File: src/rtl/fp18_pkg.sv
package fp18_pkg;
  // Strobes from the control decoder to the datapath.
  typedef struct packed {
    logic swapOps;   // opB has the larger magnitude
    logic effSub;    // signs differ: subtract mantissas
    logic passBig;   // exponent gap too wide: output the larger word
    logic zeroOut;   // both operands are zero
    logic passA;     // only opB is zero
    logic passB;     // only opA is zero
  } addCtrl_t;
endpackage

File: src/rtl/fp18_add_ctrl.sv
module fp18_add_ctrl
  import fp18_pkg::*;
#(
  parameter int EXP_W = 8,
  parameter int MAN_W = 9
) (
  input  logic [EXP_W+MAN_W:0] opA,
  input  logic [EXP_W+MAN_W:0] opB,
  output addCtrl_t             ctrl,
  output logic [EXP_W-1:0]     expGap
);
  localparam int W = EXP_W + MAN_W + 1;

  logic aNz, bNz, bBigger;
  logic [EXP_W-1:0] expA, expB;

  assign aNz  = opA[MAN_W-1];
  assign bNz  = opB[MAN_W-1];
  assign expA = opA[W-2:MAN_W];
  assign expB = opB[W-2:MAN_W];

  // The exponent sits above the mantissa, so one compare of the two fields
  // together orders by exponent first and mantissa second.
  assign bBigger = opB[W-2:0] > opA[W-2:0];
  assign expGap  = bBigger ? (expB - expA) : (expA - expB);

  always_comb begin
    ctrl.swapOps = bBigger;
    ctrl.effSub  = opA[W-1] ^ opB[W-1];
    ctrl.zeroOut = !aNz && !bNz;
    ctrl.passA   = aNz && !bNz;
    ctrl.passB   = !aNz && bNz;
    ctrl.passBig = aNz && bNz && (expGap > EXP_W'(MAN_W - 1));
  end
endmodule

File: src/rtl/fp18_add_dpath.sv
module fp18_add_dpath
  import fp18_pkg::*;
#(
  parameter int EXP_W = 8,
  parameter int MAN_W = 9
) (
  input  logic [EXP_W+MAN_W:0] opA,
  input  logic [EXP_W+MAN_W:0] opB,
  input  addCtrl_t             ctrl,
  input  logic [EXP_W-1:0]     expGap,
  output logic [EXP_W+MAN_W:0] res
);
  localparam int W   = EXP_W + MAN_W + 1;
  localparam int LZW = $clog2(MAN_W + 1);

  logic [W-1:0]     bigW, smallW;
  logic             bigSign;
  logic [EXP_W-1:0] bigExp;
  logic [MAN_W-1:0] bigMan, smallMan, aligned, diffMan, subMan, addMan;
  logic [MAN_W:0]   sumExt;
  logic [EXP_W-1:0] subExp, addExp;
  logic [LZW-1:0]   lzCount;

  assign bigW     = ctrl.swapOps ? opB : opA;
  assign smallW   = ctrl.swapOps ? opA : opB;
  assign bigSign  = bigW[W-1];
  assign bigExp   = bigW[W-2:MAN_W];
  assign bigMan   = bigW[MAN_W-1:0];
  assign smallMan = smallW[MAN_W-1:0];

  // Alignment: bits shifted out are dropped.
  assign aligned = smallMan >> expGap;

  // Like-sign path: a carry out means shift right once and bump the exponent.
  assign sumExt = {1'b0, bigMan} + {1'b0, aligned};
  assign addMan = sumExt[MAN_W] ? sumExt[MAN_W:1] : sumExt[MAN_W-1:0];
  assign addExp = bigExp + EXP_W'(sumExt[MAN_W]);

  // Unlike-sign path: leading-zero count and left shift in one pass.
  assign diffMan = bigMan - aligned;

  always_comb begin
    lzCount = LZW'(MAN_W);
    for (int i = 0; i < MAN_W; i++)
      if (diffMan[i]) lzCount = LZW'(MAN_W - 1 - i);
  end

  assign subMan = diffMan << lzCount;
  assign subExp = bigExp - EXP_W'(lzCount);

  always_comb begin
    if (ctrl.zeroOut)       res = '0;
    else if (ctrl.passA)    res = opA;
    else if (ctrl.passB)    res = opB;
    else if (ctrl.passBig)  res = bigW;
    else if (ctrl.effSub)   res = (diffMan == '0) ? '0 : {bigSign, subExp, subMan};
    else                    res = {bigSign, addExp, addMan};
  end
endmodule

File: src/rtl/fp18_adder.sv
module fp18_adder
  import fp18_pkg::*;
#(
  parameter int EXP_W   = 8,
  parameter int MAN_W   = 9,
  parameter bit REG_OUT = 1'b1
) (
  input  logic                   clk,
  input  logic                   rstN,
  input  logic [EXP_W+MAN_W:0]   opA,
  input  logic [EXP_W+MAN_W:0]   opB,
  output logic [EXP_W+MAN_W:0]   sum
);
  localparam int W = EXP_W + MAN_W + 1;

  addCtrl_t         ctrl;
  logic [EXP_W-1:0] expGap;
  logic [W-1:0]     sumComb;

  fp18_add_ctrl #(.EXP_W(EXP_W), .MAN_W(MAN_W)) uCtrl (
    .opA(opA), .opB(opB), .ctrl(ctrl), .expGap(expGap)
  );

  fp18_add_dpath #(.EXP_W(EXP_W), .MAN_W(MAN_W)) uDpath (
    .opA(opA), .opB(opB), .ctrl(ctrl), .expGap(expGap), .res(sumComb)
  );

  generate
    if (REG_OUT) begin : gReg
      always_ff @(posedge clk) begin
        if (!rstN) sum <= '0;
        else       sum <= sumComb;
      end
    end else begin : gComb
      assign sum = sumComb;
    end
  endgenerate

  // Checks written against the operand ports.
  logic             aNz, bNz;
  logic [EXP_W-1:0] eA, eB, portGap;
  assign aNz     = opA[MAN_W-1];
  assign bNz     = opB[MAN_W-1];
  assign eA      = opA[W-2:MAN_W];
  assign eB      = opB[W-2:MAN_W];
  assign portGap = (eA > eB) ? (eA - eB) : (eB - eA);

  assert_zero_pair_R1: assert property (@(posedge clk) disable iff (!rstN)
    (!aNz && !bNz) |-> (sumComb == '0));

  assert_pass_other_R2: assert property (@(posedge clk) disable iff (!rstN)
    (!aNz && bNz) |-> (sumComb == opB));

  assert_gap_bypass_R4: assert property (@(posedge clk) disable iff (!rstN)
    (aNz && bNz && portGap > EXP_W'(MAN_W - 1)) |-> (sumComb == opA || sumComb == opB));

  assert_like_sign_R5: assert property (@(posedge clk) disable iff (!rstN)
    (aNz && bNz && opA[W-1] == opB[W-1]) |-> (sumComb[W-1] == opA[W-1]));

  assert_normalized_R9: assert property (@(posedge clk) disable iff (!rstN)
    (sumComb != '0) |-> sumComb[MAN_W-1]);

  assert_sub_exp_R6: assert property (@(posedge clk) disable iff (!rstN)
    (aNz && bNz && opA[W-1] != opB[W-1] && sumComb != '0) |->
      (sumComb[W-2:MAN_W] <= ((eA > eB) ? eA : eB)));
endmodule

File: config.mk
export PLATFORM = sky130hd
export DESIGN_NAME = fp18_adder
export DESIGN_NICKNAME = d
export VERILOG_FILES = /design/src/rtl/fp18_pkg.sv /design/src/rtl/fp18_add_ctrl.sv /design/src/rtl/fp18_add_dpath.sv /design/src/rtl/fp18_adder.sv
export SDC_FILE = /design/constraint.sdc
export NUM_CORES = 1
export LEC_CHECK = 0
export CORE_MARGIN = 5
export CORE_UTILIZATION = 56
export CTS_CLUSTER_SIZE = 12
export DETAILED_ROUTE_END_ITERATION = 8
export DONT_BUFFER_PORTS = 1
export PLACE_DENSITY_LB_ADDON = 0.2
export SLEW_MARGIN = 25
export SYNTH_ARGS = -nofsm -noshare
export SYNTH_HDL_FRONTEND = slang
export SYNTH_SLANG_ARGS = --single-unit
export TNS_END_PERCENT = 5
File: constraint.sdc
create_clock -name clk -period 16.6 [get_ports clk]
set_input_delay 2.49 -clock clk [delete_from_list [all_inputs] [get_ports clk]]
set_output_delay 2.49 -clock clk [all_outputs]
set_load 0.05 [all_outputs]
==> results.yml <==
sta:
  hold-worst-slack_ns: 2.45
  period_share: 0.658
  worst_slack_ns: 5.68
  hold_viol_final: 0
  worstMarginPinSlew_ns: 1.15
  setup_tns_ns: 0
  grt_setup_unrepaired: "false"
  drv_slew: 0
  timing.slew.headroom: 0.212
  finalCriticalPeriod_ns: 10.92
  setup_viol: 0
  max_freq_mhz: 91.5
logic_synthesis:
  synth_edf_count: 0
  yosysSeqAreaShare: 0.0678
  synth_cell_types: 98
  yosysTopAreaCell: "ha_1"
  synth_nets: 818
  synthCells: 725
  synth_top_cell_area_share: 0.122
  yosysWarnings: 0
  synthTopCellsByArea: "ha_1 12%, dfxtp_1 6.8%, a21oi_1 6.0%"
  yosys_most_used_dff: "dfxtp_1"
  synth-seq-cells: 18
  syn_area_per_cell_um2: 7.33
  synth_area_mm2: 0.00531
  synthArstFlopShare: 0
placed_design:
  dp_hpwl_mm: 14.7
  gp_congestion: 1.00
  post-place-ws_ns: 5.64
  io_buffer_count: 0
  place_area_mm2: 0.00534
global_routing:
  grt_pass1_wl_mm: 29.0
  grt_usage: 0.312
  grt_max_degree: 53
  antenna_found_initial: 1
  first_global_vias: 5365
  grt-ovfl-total: 0
pwr:
  p_clk_frac: 0.061
  p_int_mw: 0.204
  power_frac_comb: 0.785
  power_density_mw_per_mm2: 91.3
  p_switching_mw: 0.287
  power.leakage_nw: 2.12
  seqPwrFrac: 0.153
  p_sw_frac: 0.584
  ir_drop_v: 0.0000461
run_status:
  outcome: "completed"
layout:
  layout-drive-gt1-share: 0.0965
  diodes: 0
  largest_reg_flops: 18
  reg_top3: "sum x18"
  stdcell_area_mm2: 0.00538
  seq_area_um2: 360
  area_growth_pct: 1.32
  fill_cells: 896
  multiInputGateArea_mm2: 0.00456
  regMostFlops: "sum"
  nNetsFinal: 789
routing:
  viasPerCell: 7.21
  postRouteWirelength_mm: 18.3
  avgRoutedWirePerCell_um: 22.3
  first_pass_iters: 5
  ant_nets: 0
  num_vias: 5932
  dr.first_iter.drc_count: 719
  route.detailed.drc: 0
worst_setup_path:
  critPathCaptureType: "flop"
  cp_slowest_cell: "inv_1"
  cp_data_arrival_time_ns: 11.04
  cpPeakStageDelay_ns: 0.60
  start_kind: "primary input"
  crit_fanout: 52
  required_ns: 16.72
  crit_type: "primary input to flop"
cts:
  clk_path_buf_depth: 2
  clkTransAtPathRegs_ns: 0.06
  cts_tree: "done"
  clock-root-buffer: "clkbuf_8"
  cts-resized-gates: 0
  htreeDepth: 1
  ctsHoldBuffers: 0
  cts_buffers: 3
  clock_sinks: 18
  post-cts-setup-buffers: 0
die:
  start_util: 0.575
  die_x_um: 107
  dieArea_mm2: 0.0115
  core_mm2: 0.00924
  die_height_um: 107
  io_pins: 56
  rows: 35
flow_run:
  drv_cap: 0
min_path:
  hp-class: "primary input to flop"
-- logic make-up (layout without fill, tap and decap cells) --
kind of cell,count (synthesis),after routing,share of synthesized area
AOI/OAI and AO/OA,284,284,0.396
and+or+nand+nor,213,213,0.207
buffers and inverters,97,66,0.0751
adders and majority gates,55,55,0.134
muxes,39,39,0.0871
xor gates and xnor gates,19,19,0.0327
DFF,18,18,0.0678
-- synth_stat cells (all sizes together) (16+ instances only) --
master,n
a21oi,65
nor2,57
inv,55
ha,52
o21ai,52
nand2,46
nand3,32
clkbuf,30
a211oi,19
mux2,19
dfxtp,18
mux2i,17
a2111oi,16
nor3,16
-- metal layers --
| layer | track usage | wire, µm | part of all wire |
|---|---|---|---|
| met1 | 0.400 | 7300 | 0.40 |
| met5 | 0 | 0 | 0 |
| met3 | 0.0612 | 1900 | 0.10 |
| met4 | 0.0857 | 573 | 0.031 |
| met2 | 0.533 | 8540 | 0.47 |
-- layout by cell type (no fill, tap or decap), types with 4 or more instances in the layout --
cell type / count
nor2_1: 55
xor2_1: 6
a31oi_1: 13
a21oi_1: 64
a221oi_1: 13
nand3_1: 31
inv_1: 55
nand4_1: 6
mux2_2: 17
xnor2_1: 12
o22ai_1: 4
or3_1: 4
o211ai_1: 15
nor3_1: 15
or2_2: 4
mux2i_1: 16
o31ai_1: 10
a211oi_1: 18
nor2b_1: 8
dfxtp_1: 18
a21o_1: 6
nand2b_1: 11
o32ai_1: 7
ha_1: 52
o31a_1: 4
nor3b_1: 4
o21ai_0: 44
o221ai_1: 4
a2111o_1: 4
and3_1: 4
buf_4: 5
o21bai_1: 4
nand2_1: 44
a2111oi_0: 12
o21ai_1: 8
-- cell type report --
type,instances,share of cell area
clock buffers,3,0.00767
inverters,58,0.0404
multi-input cells,610,0.848
flip-flops and latches,18,0.0669
well taps,129,0.0300
repair buffers,5,0.00697
-- path summary, 6_finish.rpt --
check | start | to | slack [ns] | cells past startpoint
max | opA[8] | sum[16] | 5.68 | 34
min | opA[11] | sum[11] | 2.45 | 2
-- power by group through the flow --
stage	logic [mW]	registers, mW	clock network [mW]
6_report	0.386	0.0752	0.0302
5_1_grt	0.416	0.0760	0.0320
4_1_cts	0.374	0.0755	0.0291
3_5_place_dp	0.371	0.0766	0
3_3_place_gp	0.369	0.0765	0
2_1_floorplan	0.291	0.0753	0
-- critical path: cells and delay by family --
family	cells	cell delay [ns]
compound gates	14	3.33
fa+ha+maj	3	0.97
simple gates	8	1.51
mux	2	0.80
xor+xnor	2	0.56
buf+inv	5	1.36
-- through the flow --
| stage | power, mW | util | std cells |
|---|---|---|---|
| after floorplan | 0.366 | - | 725 |
| after global placement | 0.446 | 0.577 | 820 |
| after CTS | 0.478 | 0.582 | 823 |
| after global routing | 0.524 | 0.583 | 823 |
| final | 0.491 | 0.583 | 823 |
| after detailed placement | 0.447 | 0.577 | 820 |
No activity file was read; power rests on OpenSTA's default activity.
